[src/rtl/hbus_pkg.sv]
package hbus_pkg;
  typedef enum logic [2:0] {
    HB_NONE    = 3'd0,
    HB_SEP_DED = 3'd1,
    HB_SEP_MUX = 3'd2,
    HB_COM_DED = 3'd3,
    HB_COM_MUX = 3'd4,
    HB_EPP     = 3'd5
  } hb_mode_e;
endpackage

[src/rtl/hbus_sync.sv]
module hbus_sync #(
  parameter int W      = 8,
  parameter int STAGES = 2
) (
  input  logic         clk,
  input  logic         rst,
  input  logic [W-1:0] d,
  output logic [W-1:0] q
);
  logic [W-1:0] chain [STAGES];

  always_ff @(posedge clk) begin
    if (rst) chain[0] <= '0;
    else     chain[0] <= d;
  end

  for (genvar s = 1; s < STAGES; s++) begin : g_stage
    always_ff @(posedge clk) begin
      if (rst) chain[s] <= '0;
      else     chain[s] <= chain[s-1];
    end
  end

  assign q = chain[STAGES-1];
endmodule

[src/rtl/hbus_detect.sv]
module hbus_detect
  import hbus_pkg::*;
#(
  parameter int DETECT_DLY = 8
) (
  input  logic     clk,
  input  logic     rst,
  input  logic     cfg_common,
  input  logic     s_ale,
  input  logic [2:0] s_a,
  input  logic     s_cs_n,
  output hb_mode_e mode,
  output logic     mode_valid
);
  localparam int CW = $clog2(DETECT_DLY + 1);

  logic [CW-1:0] cnt;
  logic          done;
  hb_mode_e      pick;

  always_comb begin
    if (s_a[2] && s_a[1] && !s_cs_n)       pick = HB_EPP;
    else if (s_ale)                         pick = cfg_common ? HB_COM_DED : HB_SEP_DED;
    else if (!s_a[2] && s_a[1] && s_a[0])  pick = HB_SEP_MUX;
    else if (!s_a[2] && s_a[1] && !s_a[0]) pick = HB_COM_MUX;
    else                                    pick = HB_NONE;
  end

  always_ff @(posedge clk) begin
    if (rst) begin
      cnt        <= '0;
      done       <= 1'b0;
      mode       <= HB_NONE;
      mode_valid <= 1'b0;
    end else if (!done) begin
      if (cnt == CW'(DETECT_DLY - 1)) begin
        done       <= 1'b1;
        mode       <= pick;
        mode_valid <= (pick != HB_NONE);
      end else begin
        cnt <= cnt + 1'b1;
      end
    end
  end

  p_mode_locked_r12: assert property (@(posedge clk) disable iff (rst)
    mode_valid |=> (mode_valid && $stable(mode)));
endmodule

[src/rtl/hbus_engine.sv]
module hbus_engine
  import hbus_pkg::*;
#(
  parameter int DW   = 8,
  parameter int AW   = 6,
  parameter int DA_W = 3
) (
  input  logic            clk,
  input  logic            rst,
  input  hb_mode_e        mode,
  input  logic            mode_valid,
  input  logic            s_ale,
  input  logic [DA_W-1:0] s_a,
  input  logic            s_rd_n,
  input  logic            s_wr_n,
  input  logic            s_cs_n,
  input  logic [DW-1:0]   s_d,
  input  logic [DW-1:0]   reg_rdata,
  output logic [AW-1:0]   reg_addr,
  output logic [DW-1:0]   reg_wdata,
  output logic            reg_we,
  output logic            reg_re,
  output logic [DW-1:0]   data_o,
  output logic            data_oe,
  output logic            wait_o,
  output logic            wait_oe
);
  logic is_sep, is_com, is_epp, is_mux, is_ded;
  logic cs_ok, rd_act, wr_act, as_act, ale_hi, ds_any;
  logic rd_q, wr_q, as_q, ale_q, ack_set;
  logic [AW-1:0] addr_lat, cur_addr, hold_addr;
  logic [DW-1:0] hold_data;

  always_comb begin
    is_sep = mode_valid && (mode == HB_SEP_DED || mode == HB_SEP_MUX);
    is_com = mode_valid && (mode == HB_COM_DED || mode == HB_COM_MUX);
    is_epp = mode_valid && (mode == HB_EPP);
    is_mux = mode_valid && (mode == HB_SEP_MUX || mode == HB_COM_MUX);
    is_ded = mode_valid && (mode == HB_SEP_DED || mode == HB_COM_DED);
    cs_ok  = !s_cs_n;
    rd_act = cs_ok && !s_rd_n && (is_sep || ((is_com || is_epp) && s_wr_n));
    wr_act = cs_ok && (is_sep ? !s_wr_n
                              : ((is_com || is_epp) && !s_rd_n && !s_wr_n));
    as_act = is_epp && !s_ale;
    ale_hi = is_mux && s_ale;
    ds_any = is_epp && cs_ok && !s_rd_n;
    cur_addr = is_ded ? AW'(s_a) : addr_lat;
  end

  always_ff @(posedge clk) begin
    if (rst) begin
      reg_addr  <= '0;
      reg_wdata <= '0;
      reg_we    <= 1'b0;
      reg_re    <= 1'b0;
      data_o    <= '0;
      data_oe   <= 1'b0;
      wait_o    <= 1'b0;
      wait_oe   <= 1'b0;
      rd_q      <= 1'b0;
      wr_q      <= 1'b0;
      as_q      <= 1'b0;
      ale_q     <= 1'b0;
      ack_set   <= 1'b0;
      addr_lat  <= '0;
      hold_addr <= '0;
      hold_data <= '0;
    end else begin
      reg_we  <= 1'b0;
      reg_re  <= 1'b0;
      rd_q    <= rd_act;
      wr_q    <= wr_act;
      as_q    <= as_act;
      ale_q   <= ale_hi;
      ack_set <= is_epp && ((rd_act && !rd_q) || (wr_act && !wr_q) || (as_act && !as_q));

      // multiplexed address latch on the falling ALE/AS edge
      if (ale_q && !ale_hi) addr_lat <= s_d[AW-1:0];

      // EPP address strobe: first falling edge enables the wait driver
      if (as_act && !as_q) begin
        wait_oe <= 1'b1;
        if (!s_wr_n) addr_lat <= s_d[AW-1:0];
      end

      if (rd_act && !rd_q) begin
        reg_re   <= 1'b1;
        reg_addr <= cur_addr;
      end

      if (is_epp) begin
        if (wr_act && !wr_q) begin
          reg_we    <= 1'b1;
          reg_addr  <= cur_addr;
          reg_wdata <= s_d;
        end
      end else begin
        if (wr_act) begin
          hold_addr <= cur_addr;
          hold_data <= s_d;
        end
        if (!wr_act && wr_q) begin
          reg_we    <= 1'b1;
          reg_addr  <= hold_addr;
          reg_wdata <= hold_data;
        end
      end

      if (reg_re) begin
        data_o  <= reg_rdata;
        data_oe <= 1'b1;
      end else if (!rd_act) begin
        data_oe <= 1'b0;
      end

      if (!(ds_any || as_act)) wait_o <= 1'b0;
      else if (ack_set)        wait_o <= 1'b1;
    end
  end

  p_we_pulse_r11: assert property (@(posedge clk) disable iff (rst)
    reg_we |=> !reg_we);
  p_re_pulse_r11: assert property (@(posedge clk) disable iff (rst)
    reg_re |=> !reg_re);
  p_we_re_excl_r11: assert property (@(posedge clk) disable iff (rst)
    !(reg_we && reg_re));
  p_wait_oe_sticky_r10: assert property (@(posedge clk) disable iff (rst)
    wait_oe |=> wait_oe);
  p_no_access_unlocked_r2: assert property (@(posedge clk) disable iff (rst)
    !mode_valid |-> (!reg_we && !reg_re));
  p_oe_after_read_r4: assert property (@(posedge clk) disable iff (rst)
    $rose(data_oe) |-> $past(reg_re));
endmodule

[src/rtl/hbus_front.sv]
module hbus_front
  import hbus_pkg::*;
#(
  parameter int DW          = 8,
  parameter int AW          = 6,
  parameter int DA_W        = 3,
  parameter int SYNC_STAGES = 2,
  parameter int DETECT_DLY  = 8
) (
  input  logic            clk,
  input  logic            rst,
  input  logic            cfg_common,
  input  logic            ale_i,
  input  logic [DA_W-1:0] a_i,
  input  logic            rd_n_i,
  input  logic            wr_n_i,
  input  logic            cs_n_i,
  input  logic [DW-1:0]   din,
  output logic [DW-1:0]   data_o,
  output logic            data_oe,
  output logic            wait_o,
  output logic            wait_oe,
  output logic [2:0]      mode_o,
  output logic            mode_valid,
  output logic [AW-1:0]   reg_addr,
  output logic [DW-1:0]   reg_wdata,
  output logic            reg_we,
  output logic            reg_re,
  input  logic [DW-1:0]   reg_rdata
);
  localparam int PW = 4 + DA_W + DW;

  logic [PW-1:0]   pins_raw, pins_s;
  logic            s_ale, s_rd_n, s_wr_n, s_cs_n;
  logic [DA_W-1:0] s_a;
  logic [DW-1:0]   s_d;
  hb_mode_e        mode;

  assign pins_raw = {ale_i, a_i, rd_n_i, wr_n_i, cs_n_i, din};
  assign {s_ale, s_a, s_rd_n, s_wr_n, s_cs_n, s_d} = pins_s;

  hbus_sync #(.W(PW), .STAGES(SYNC_STAGES)) u_sync (
    .clk(clk), .rst(rst), .d(pins_raw), .q(pins_s)
  );

  hbus_detect #(.DETECT_DLY(DETECT_DLY)) u_detect (
    .clk(clk), .rst(rst), .cfg_common(cfg_common),
    .s_ale(s_ale), .s_a(s_a[2:0]), .s_cs_n(s_cs_n),
    .mode(mode), .mode_valid(mode_valid)
  );

  hbus_engine #(.DW(DW), .AW(AW), .DA_W(DA_W)) u_engine (
    .clk(clk), .rst(rst), .mode(mode), .mode_valid(mode_valid),
    .s_ale(s_ale), .s_a(s_a), .s_rd_n(s_rd_n), .s_wr_n(s_wr_n),
    .s_cs_n(s_cs_n), .s_d(s_d), .reg_rdata(reg_rdata),
    .reg_addr(reg_addr), .reg_wdata(reg_wdata), .reg_we(reg_we),
    .reg_re(reg_re), .data_o(data_o), .data_oe(data_oe),
    .wait_o(wait_o), .wait_oe(wait_oe)
  );

  assign mode_o = mode;
endmodule

[config.mk]
export PLATFORM = sky130hd
export DESIGN_NAME = hbus_front
export DESIGN_NICKNAME = d
export VERILOG_FILES = /design/src/rtl/hbus_pkg.sv /design/src/rtl/hbus_sync.sv /design/src/rtl/hbus_detect.sv /design/src/rtl/hbus_engine.sv /design/src/rtl/hbus_front.sv
export SDC_FILE = /design/constraint.sdc
export NUM_CORES = 1
export LEC_CHECK = 0
export BUFFER_PORTS_ARGS = -buffer_cell sky130_fd_sc_hd__buf_2
export CORE_MARGIN = 1
export CORE_UTILIZATION = 55
export CTS_BUF_LIST = sky130_fd_sc_hd__clkbuf_16
export CTS_CLUSTER_DIAMETER = 30
export DETAILED_ROUTE_END_ITERATION = 12
export PLACE_DENSITY = 0.9
export SYNTH_ARGS = -nofsm -noshare
export SYNTH_HDL_FRONTEND = slang
export SYNTH_HIERARCHICAL = 1
export SYNTH_SLANG_ARGS = --single-unit
[constraint.sdc]
create_clock -name clk -period 2 [get_ports clk]
set_input_delay 0.2 -clock clk [delete_from_list [all_inputs] [get_ports clk]]
set_output_delay 0.2 -clock clk [all_outputs]
set_load 0.005 [all_outputs]
# After elaboration in Yosys (flattened, before gate mapping)
# Memories as Yosys holds them, arrays and structs flattened.
# Cells that the tools add are included.
[classes]
addsub = 1
mul = 0
n_div = 0
order_cmp = 0
n_eq_ne = 8
shift = 0
mux = 30
n_bitwise = 6
n_reduce_logical = 53
[op_table]
columns = ["cell", "count"]
rows = [
  ["$mux 6", 8],
  ["$mux 15", 2],
  ["$logic_and 1x1->1", 26],
  ["$mux 8", 3],
  ["$mux 1", 12],
  ["$mux 3", 4],
  ["$logic_not 1->1", 11],
  ["$logic_or 1x1->1", 9],
  ["$reduce_and 2->1", 4],
  ["$eq 3x2->1 const B", 2],
  ["$eq 3x3->1 const B", 2],
  ["$add 4x1->4 const B", 1],
  ["$eq 4x3->1 const B", 1],
  ["$not 1->1", 4],
  ["$eq 3x1->1 const B", 1],
  ["$reduce_bool 3->1", 1],
  ["$mux 2", 1],
  ["$ne 2x1->1 const B", 1],
  ["$ne 2x2->1 const B", 1],
  ["$or 1x1->1", 2],
  ["$reduce_bool 2->1", 1],
  ["$reduce_or 2->1", 1],
]
[totals]
reg_bits = 61
latchBits = 0
ramBits = 30
mem_bits_ro = 0
in_bits = 26
output_inout_bits = 31
memories = 1
[memory_table]
columns = ["memory", "depth", "width", "rd", "rd_clocked_by_memory_dff", "write_ports", "line", "source"]
rows = [
  ["u_sync.chain", 2, 15, 2, 0, 2, "hbus_sync.sv:10", "logic [W-1:0] chain [STAGES];"],
]

# Logic depth before layout (Yosys ltp)
# Gate-level depths: netlist (run 1).
[logic_depth]
depth_word = 12
ltp_mapped = 8
ltp_nobuf = 5

# Modules after synthesis
# Netlist (run 1), hierarchy kept.
[modules_own_cells]
columns = ["module", "n_inst", "cells_each", "area_each_um2"]
rows = [
  ["hbus_engine", 1, 249, 2200.9],
  ["hbus_sync", 1, 63, 882.1],
  ["hbus_detect", 1, 47, 421.7],
]

# Worst setup path after synthesis (run 1)
# No wires, ideal clock.
[synth_path]
path_kind = "register to register"
start = "register u_detect.mode[1]"
end = "register u_engine.reg_wdata[5]"
setup_time_ns = 0.088
arrival_time_ns = 1.760
t_required_ns = 1.912
setup_slack_ns = 0.152
stages_incl_launch_ff = 9
n_path_buf = 3
path_cell_list = "dfxtp_1 > buf_4 > and4b_1 > buf_4 > a311oi_4 > a21o_4 > buf_12 > nor2_2 > a311oi_2"
[synth_between]
elab_chain_len = 12
elab_cells_between_ends = 22
[synth_lines]
columns = ["item", "line", "source"]
rows = [
  ["from (decl)", "hbus_detect.sv:12", "output hb_mode_e mode,"],
  ["from (signal assigned)", "hbus_detect.sv:38", "mode <= pick;"],
  ["$eq 3x2->1 / $eq 3x3->1 (equally long branches)", "hbus_engine.sv:36", "is_com = mode_valid && (mode == HB_COM_DED || mode == HB_COM_MUX);"],
  ["$logic_or 1x1->1", "hbus_engine.sv:36", ""],
  ["$logic_and 1x1->1", "hbus_engine.sv:36", ""],
  ["$logic_or 1x1->1", "hbus_engine.sv:43", ": ((is_com || is_epp) && !s_rd_n && !s_wr_n));"],
  ["$logic_and 1x1->1 (2 in a row)", "hbus_engine.sv:43", ""],
  ["$mux 1", "hbus_engine.sv:42", "wr_act = cs_ok && (is_sep ? !s_wr_n"],
  ["$logic_and 1x1->1", "hbus_engine.sv:42", ""],
  ["$logic_not 1->1", "hbus_engine.sv:102", "if (!wr_act && wr_q) begin"],
  ["$logic_and 1x1->1", "hbus_engine.sv:102", ""],
  ["$reduce_bool 2->1 (no source line)", "--", ""],
  ["$reduce_and 2->1 (no source line)", "--", ""],
  ["to (signal assigned)", "hbus_engine.sv:105", "reg_wdata <= hold_data;"],
  ["to (decl)", "hbus_engine.sv:20", "output logic [DW-1:0] reg_wdata,"],
]
# Parallel ways exist; a longest one is shown, timed or not.
# A chain may end at the register's enable or synchronous reset.

# Worst setup path in the final report (run 1)
# Same ends and word-level chain as after synthesis.

==> results.toml, run 1 <==
[cts]
cts_tree = "done"
clk_path_buf_depth = 2
clk_latency_ns = 0.34
clkTransAtPathRegs_ns = 0.07
cts-root-buf = "clkbuf_16"
cts.sinks = 91
hold_buffers = 0
htreeDepth = 3
cts_buffers = 9

[layout]
fin_nets = 443
fillers = 458
syn2layout_area_growth_pct = 17.9
final_common_cell = "dfxtp_1"
final_cell_mix = "dfxtp_1 (91), buf_2 (55), nor2_1 (40)"
n_antenna_cell = 0
final_cell_area_um2 = 4130
fin_util = 0.686
drive_above_1_share = 0.283

[sta]
fmax_mhz = 525
final_max_slew_viol_count = 0
worst_pin_slew_ns = 0.554
fin_crit_ns = 1.91
skew_ns = 0.00559
fin_crit_sh = 0.953
hold_viol = 0
whs_ns = 0.0704
slew_headroom = 0.631
setup_violations = 0

[floorplanning]
die_x_um = 81.8
core_um2 = 6030
initial_core_util = 0.582
die_h_um = 81.8
ios = 57
dieArea_um2 = 6700
rows = 28

[global_routing]
antenna_found_initial = 0
overflow = 0
grt_pass1_vias = 2415
grt_max_degree = 53
grt_pass1_wl_um = 10900
grt_util_all_layers = 0.216

[outcome]
status = "complete, no violations"

[hold_path]
hold_path_class = "in -> reg"
hold_path_depth = 2
worstHoldStart = "din[7]"

[route]
dr.pass1.iters = 4
avgRoutedWirePerCell_um = 13.7
vias = 2670
drcViolationCount = 0
ant_nets = 0
dr.first_iter.drc_count = 192
vias_per_cell = 5.38
routed_wl_um = 6790

[synth]
synth-async-reset-ratio = 0
synth_cell_types = 50
ys_seq_area_frac = 0.520
netlist_instances = 359
ys.flop_type = "dfxtp_1"
syn_nets = 386
yosys_warnings = 6
ys_ff_latch = 91
synth-edff-count = 0
postSynthAreaPerCell_um2 = 9.76
syn-cell-area_um2 = 3500

[worst_setup_path]
path_class = "reg -> reg"
cp-start-kind = "flop"
crit_path_start = "u_detect/mode[1]"
r2r_start = "u_detect/mode[1]"
arrival_ns = 2.15
r2r_cells = 5
cp.required_ns = 2.25
reg2reg_slack_ns = 0.09
end_kind = "flop"
critPathMaxFanout = 16

[pwr]
p_clk_frac = 0.443
power_leakage_nw = 1.62
p_sw_mw = 0.797
power.internal_mw = 2.77
vdd_ir_drop_max_mv = 0.653
power_mw = 3.56
switching_share = 0.224
seq_power_share = 0.525
powerDensity_nw_per_um2 = 863
p_comb_frac = 0.033

[placed_design]
placed_cell_area_um2 = 3820
dp_hpwl_um = 4530
io_buffers = 56
gp_congestion = 0.838

[flow_run]
cap_violations = 0
[area by class of cell]
class / count / area (um^2) / area share
Tap cell: 75 / 93.8 / 0.0227
Timing Repair Buffer: 69 / 380 / 0.0921
Clock buffer: 9 / 225 / 0.0545
Clock inverter: 7 / 56.3 / 0.0136
Multi-Input combinational cell: 238 / 1530 / 0.370
Sequential cell: 91 / 1820 / 0.441
Inverter: 7 / 26.3 / 0.00636
[registers in the layout, summed over array words and instances (netlist names), 3 cells and up]
register / flops
u_engine/reg_wdata: 8
u_engine/data_o: 8
u_detect/cnt: 4
u_engine/addr_lat: 6
u_engine/reg_addr: 6
u_engine/hold_data: 8
u_engine/hold_addr: 6
u_sync/chain: 30
u_detect/mode: 3
[per-layer routing]
metal / GRT usage / part of all wire
met3: 0.0500 / 0.052
met5: 0 / 0
met2: 0.357 / 0.47
met4: 0.0825 / 0.011
met1: 0.272 / 0.47
[worst paths after layout]
| path | to |
|---|---|
| worst min-delay path | u_sync/chain[0][7] |
| worst max register to register | u_engine/reg_wdata[5] |
| worst min register to register | u_sync/chain[1][1] |
| worst max-delay path | u_engine/reg_wdata[5] |
[worst max-delay path, stage by stage, from the launching register on]
cell and delay (ns):
dfxtp_1 0.57, and4b_1 0.30, a311oi_4 0.39, a21o_4 0.24, nor2_2 0.06, a311oi_2 0.25
[per-stage QoR]
step	setup slack (ns)	std cells	TNS [ns]
floorplan	0.152	359	0
global placement	0.200	478	0
detailed placement	0.0787	478	0
CTS	0.0674	494	0
global route	-0.0248	496	-0.0443
finish	0.0946	496	0
[Yosys cell counts, types with 3 or more instances]
library cell | n | area share
a211oi_1 | 4 | 0.0086
a21oi_1 | 26 | 0.037
a311oi_1 | 7 | 0.017
a311oi_2 | 3 | 0.013
a32oi_1 | 3 | 0.0075
buf_2 | 4 | 0.0057
buf_6 | 4 | 0.013
clkbuf_1 | 12 | 0.013
dfxtp_1 | 91 | 0.52
inv_1 | 7 | 0.0075
mux2i_1 | 17 | 0.049
nand2_1 | 36 | 0.039
nand2b_1 | 3 | 0.0054
nand3_1 | 3 | 0.0043
nand3b_1 | 4 | 0.0086
nor2_1 | 40 | 0.043
nor2b_1 | 10 | 0.018
nor2b_2 | 24 | 0.060
nor3_1 | 10 | 0.014
o21a_1 | 4 | 0.0086
o21ai_0 | 10 | 0.014
o21bai_1 | 3 | 0.0064
[cell families after synthesis]
group | count (synthesis) | synth area share
fa+ha+maj | 1 | 0.00357
buf+inv | 30 | 0.0489
flops | 91 | 0.520
compound gates | 74 | 0.151
xor+xnor | 1 | 0.00250
simple gates | 145 | 0.226
mux | 17 | 0.0486
[power groups by stage]
stage	sequential (mW)	combinational [mW]	clock, mW
after detailed placement	1.91	0.115	0
final	1.87	0.116	1.58
after CTS	1.87	0.116	1.61
after global routing	1.87	0.129	1.69
after floorplan	1.90	0.0799	0
after global placement	1.91	0.110	0
[timing repair]
item,in CTS,in global routing
buffers inserted,0,2
gates resized for setup,0,3
setup endpoints to repair,0,8
No activity file was read; power rests on OpenSTA's default activity.
==> run 2, diff against run 1 <==
Settings changed: CORE_MARGIN 1 to 2.
==> run 2 against run 1 <==
Effect of this change: clock power up 3%; global-route usage down 1.3 points; clock-buffer cell count unchanged; largest cell class unchanged; critical endpoint is now u_engine/reg_wdata[7]; total power grew 1.5%; critical path type unchanged; first-iteration DRC count is 23% lower; combinational power is essentially flat.
==> results.toml, run 2 (synthesized netlist as in run 1, its figures left out) <==
[hold_path]
hold_path_depth = 2
worstHoldStart = "din[6]"
hold_end = "u_sync/chain[0][6]"
hold_path_class = "in -> reg"

[floorplanning]
die_x_um = 83.8
dieArea_um2 = 7030
initial_core_util = 0.562
ios = 57
die_h_um = 83.8
core_um2 = 6240
rows = 29

[sta]
hold_viol = 0
fin_crit_sh = 0.964
setup_violations = 0
rsz0062_at_grt = "false"
skew_ns = 0.00454
slew_headroom = 0.660
final_max_slew_viol_count = 0
fin_crit_ns = 1.93
tns_ns = 0
worst_pin_slew_ns = 0.510
fmax_mhz = 519
setup_ws_ns = 0.0727

[cts]
cts-root-buf = "clkbuf_16"
cts_buffers = 9
cts.sinks = 91
clkTransAtPathRegs_ns = 0.06
htreeDepth = 3
clk_path_buf_depth = 2
hold_buffers = 0
clk_latency_ns = 0.33
cts_tree = "done"

[route]
routed_wl_um = 6930
ant_nets = 0
vias_per_cell = 5.50
drcViolationCount = 0
dr.first_iter.drc_count = 148
vias = 2769
dr.pass1.iters = 4
avgRoutedWirePerCell_um = 13.8

[worst_setup_path]
r2r_cells = 5
r2r-end = "u_engine/reg_wdata[7]"
path_class = "reg -> reg"
reg2reg_slack_ns = 0.07
arrival_ns = 2.16
cp-start-kind = "flop"
end_kind = "flop"
r2r_start = "u_detect/mode[1]"
cp.required_ns = 2.23
crit_path_start = "u_detect/mode[1]"
critPathMaxFanout = 10

[outcome]
status = "complete, no violations"

[pwr]
power_mw = 3.62
power.internal_mw = 2.87
powerDensity_nw_per_um2 = 867
vdd_ir_drop_max_mv = 0.523
p_comb_frac = 0.032
p_sw_mw = 0.747
seq_power_share = 0.517
p_clk_frac = 0.451
power_leakage_nw = 1.64
switching_share = 0.207

[global_routing]
grt_util_all_layers = 0.202
grt_pass1_vias = 2516
grt_pass1_wl_um = 11400
antenna_found_initial = 0
grt_max_degree = 52
overflow = 0

[layout]
drive_above_1_share = 0.286
final_cell_mix = "dfxtp_1 (89), buf_2 (55), nor2_1 (40)"
fillers = 489
regArea_um2 = 1820
largest_reg_flops = 30
multi_input_comb_area_um2 = 1520
final_common_cell = "dfxtp_1"
fin_nets = 448
n_antenna_cell = 0
fin_util = 0.669
regMostFlops = "u_sync/chain"
syn2layout_area_growth_pct = 19.1

[placed_design]
dp_slack_ns = 0.0572
dp_hpwl_um = 4650
io_buffers = 56
gp_congestion = 0.898

[flow_run]
cap_violations = 0
-- run 2: cell types whose count changed in the layout (fill, tap and decap cells not counted), moves of 2 or more --
cell      change
buf_4         +4
clkinv_1      +3
inv_6         -3
dfxtp_1       -2
dfxtp_2       +2
-- run 2: cell type report --
cell class	instances	area share
inverter	7	0.00630
tap	77	0.0231
clock inverter	7	0.0159
multi-input combinational	239	0.365
clock buffer	9	0.0540
sequential	91	0.437
timing repair buffer	73	0.0984
-- run 2: worst max-delay path, stage by stage (launching register included) --
cell      delay (ns)
dfxtp_2         0.37
o31a_1          0.40
a311oi_4        0.53
a21o_4          0.21
nor2_1          0.05
a311oi_1        0.27
-- run 2: through the flow --
step           hold slack, ns  instance area (um^2)  cells
2_1_floorplan           0.328                  3500    359
3_3_place_gp            0.411                  3830    481
3_5_place_dp            0.412                  3830    481
4_1_cts                0.0628                  4120    497
5_1_grt                0.0628                  4170    503
6_report               0.0723                  4170    503
-- run 2: power by group through the flow --
stage	registers, mW	clock network (mW)	logic [mW]
floorplan	1.90	0	0.0799
global placement	1.91	0	0.110
detailed placement	1.91	0	0.116
CTS	1.87	1.66	0.118
global route	1.87	1.76	0.129
finish	1.87	1.63	0.116
-- run 2: worst max-delay path by stage --
stage / endpoint / slack [ns] / cells past startpoint
global route: u_engine/reg_wdata[0] / 0.02 / 5
floorplan: u_engine/reg_wdata[5] / 0.15 / 8
detailed placement: u_engine/reg_wdata[2] / 0.06 / 5
CTS: u_engine/reg_addr[0] / 0.04 / 5
finish: u_engine/reg_wdata[7] / 0.07 / 5
global placement: u_engine/reg_addr[0] / 0.14 / 5
-- run 2: routing by layer --
layer | routed length, um | track usage | share of wire | vias to the layer above
li1 | - | - | - | 1373
met1 | 3020 | 0.253 | 0.44 | 1279
met2 | 3340 | 0.324 | 0.48 | 100
met3 | 370 | 0.0366 | 0.053 | 17
met4 | 204 | 0.126 | 0.029 | 0
met5 | 0 | 0 | 0 | -
-- run 2: what timing repair did --
item	in CTS	in global routing
gates resized for setup	0	3
setup endpoints to repair	0	14
setup buffers	0	5
==> run 3, diff against run 2 <==
Settings changed: ABC_AREA set to 1, CORE_UTILIZATION 55 to 56, PLACE_DENSITY 0.9 to 0.91.
==> run 3 against run 2 <==
Effect of this change: combinational power up 5%; first-iteration DRC count grew to 2.7 times the previous value; sequential power hardly changed; largest cell class unchanged; core utilization is 0.26 points higher; register-to-register slack gained 0.06 ns; clock skew increased by 0.00057 ns.
==> results.toml, run 3 <==
[outcome]
status = "complete, no violations"

[worst_setup_path]
critPathMaxFanout = 9
cp_common_cell = "nand3_1"
crit_path_start = "u_detect/mode_valid"
end_kind = "flop"
r2r_start = "u_detect/mode_valid"
slowest_delay_ns = 0.51
cp.required_ns = 2.27
crit_family = "simple AND/OR/NAND/NOR gates"
critPathBufInv = 0
crit_path_top_delay_cell = "o21ai_0"
arrival_ns = 2.13
crit_chain = "nand3_1, o21ai_0, nand4_1, nand3_1, nand3_1, a21oi_1"
path_class = "reg -> reg"
cp-start-kind = "flop"

[global_routing]
antenna_found_initial = 0
overflow = 0
gr-max-usage-layer = "met2"
grt_max_degree = 49
use_met3 = 0.0708
grt_pass1_wl_um = 13600
grt_util_all_layers = 0.232
grt_pass1_vias = 3118
use_met1 = 0.282
grtUsageMet2 = 0.385

[pwr]
power_leakage_nw = 2.03
switching_share = 0.212
power.internal_mw = 2.71
p_clk_frac = 0.420
p_sw_mw = 0.729
seq_power_share = 0.544
vdd_ir_drop_max_mv = 0.519
p_comb_frac = 0.035
powerDensity_nw_per_um2 = 811

[hold_path]
hold_path_class = "in -> reg"
worstHoldStart = "ale_i"

[placed_design]
dp_hpwl_um = 5260
io_buffers = 56
gp_congestion = 0.861
placed_cell_area_um2 = 3950

[cts]
clk_path_buf_depth = 2
cts.sinks = 91
htreeDepth = 3
cts-root-buf = "clkbuf_16"
clkTransAtPathRegs_ns = 0.06
clk_latency_ns = 0.33
cts_tree = "done"
cts_buffers = 9
hold_buffers = 0

[layout]
final_cell_area_um2 = 4240
drive_above_1_share = 0.170
fillers = 508
n_antenna_cell = 0
regMostFlops = "u_sync/chain"
syn2layout_area_growth_pct = 16.7
fin_nets = 571
final_cell_mix = "dfxtp_1 (91), nor2_1 (90), inv_1 (82)"
final_common_cell = "dfxtp_1"
largest_reg_flops = 30

[synth]
synth-edff-count = 0
yosysMostFrequentCell = "dfxtp_1"
synth_common_cells = "dfxtp_1 (91), nor2_1 (90), inv_1 (80)"
yosys_warnings = 6
syn-cell-area_um2 = 3630
ys_ff_latch = 91
synth-async-reset-ratio = 0
syn_nets = 511
synthTopCellsByArea = "dfxtp_1 (50%), nor2_1 (9.3%), inv_1 (8.3%)"
ys_seq_area_frac = 0.502
yosysTopAreaCell = "dfxtp_1"
ys.flop_type = "dfxtp_1"
netlist_instances = 484
synth_cell_types = 30
synth_top_area_share = 0.502
postSynthAreaPerCell_um2 = 7.50

[sta]
rsz0062_at_grt = "false"
hold_viol = 0
fin_crit_sh = 0.933
slew_headroom = 0.587
final_max_slew_viol_count = 0
setup_violations = 0
tns_ns = 0
skew_ns = 0.00511
fin_crit_ns = 1.87
worst_pin_slew_ns = 0.618
fmax_mhz = 536

[route]
avgRoutedWirePerCell_um = 12.7
ant_nets = 0
routed_wl_um = 7970
vias_per_cell = 5.34
vias = 3335
dr.pass1.iters = 6
dr.first_iter.drc_count = 398
drcViolationCount = 0

[floorplanning]
ios = 57
dieArea_um2 = 7140
initial_core_util = 0.575
rows = 29
die_h_um = 84.5
die_x_um = 84.5
core_um2 = 6310

[flow_run]
cap_violations = 0
[run 3: cell count changes in the layout (fill, tap and decap cells not counted), moves of 13 or more]
| cell | before | now |
|---|---|---|
| o21ai_0 | 10 | 53 |
| nor2b_2 | 24 | 0 |
| mux2i_1 | 17 | 0 |
| nand3_1 | 3 | 33 |
| nor2_1 | 40 | 90 |
| nand4_1 | 1 | 14 |
| nand2_1 | 36 | 56 |
| inv_1 | 7 | 82 |
[run 3: cell type report]
class | instances | area [um^2] | area share
Sequential cell | 91 | 1820 | 0.430
Clock inverter | 6 | 27.5 | 0.00650
Clock buffer | 9 | 225 | 0.0531
Tap cell | 77 | 96.3 | 0.0227
Timing Repair Buffer | 63 | 345 | 0.0815
Inverter | 84 | 317 | 0.0747
Multi-Input combinational cell | 295 | 1410 | 0.332
[run 3: logic make-up after synthesis]
family	count (synthesis)	synth area share
compound gates	84	0.119
xor+xnor	1	0.00241
buf+inv	99	0.114
simple gates	208	0.259
fa+ha+maj	1	0.00345
flops	91	0.502
[run 3: tightest hold or removal path: stages]
cell and delay (ns):
buf_2 0.07, inv_1 0.03, nor2_1 0.06
[run 3: repair_timing]
action                     4_1_cts  5_1_grt
buffers inserted                 0        3
setup endpoints to repair        0       11
resized for setup                0        1
[run 3: worst paths after layout]
kind                          end  slack [ns]  cells past startpoint
min           u_sync/chain[0][14]        0.06                      3
max reg2reg  u_engine/reg_addr[0]        0.13                      6
min reg2reg   u_sync/chain[1][12]        0.40                      2
max          u_engine/reg_addr[0]        0.13                      6
[run 3: through the flow]
| step | setup slack [ns] | utilization | total power [mW] | hold WS (ns) | std cells |
|---|---|---|---|---|---|
| CTS | 0.177 | 0.666 | 3.45 | 0.0611 | 621 |
| finish | 0.134 | 0.671 | 3.44 | 0.0626 | 625 |
| global placement | 0.309 | 0.626 | 2.02 | 0.393 | 606 |
| global route | 0.0127 | 0.671 | 3.55 | 0.0697 | 625 |
| detailed placement | 0.210 | 0.626 | 2.03 | 0.394 | 606 |
| floorplan | 0.511 | - | 1.98 | 0.269 | 484 |
[run 3: power groups by stage]
stage	logic [mW]	clock network (mW)	registers, mW
floorplan	0.0800	0	1.90
global placement	0.113	0	1.91
detailed placement	0.118	0	1.91
CTS	0.120	1.46	1.87
global route	0.139	1.54	1.88
finish	0.122	1.44	1.87
[run 3: metal layers]
layer	share of wire	routed length [um]
met4	0.038	305
met3	0.082	651
met1	0.40	3200
met5	0	0
met2	0.48	3810
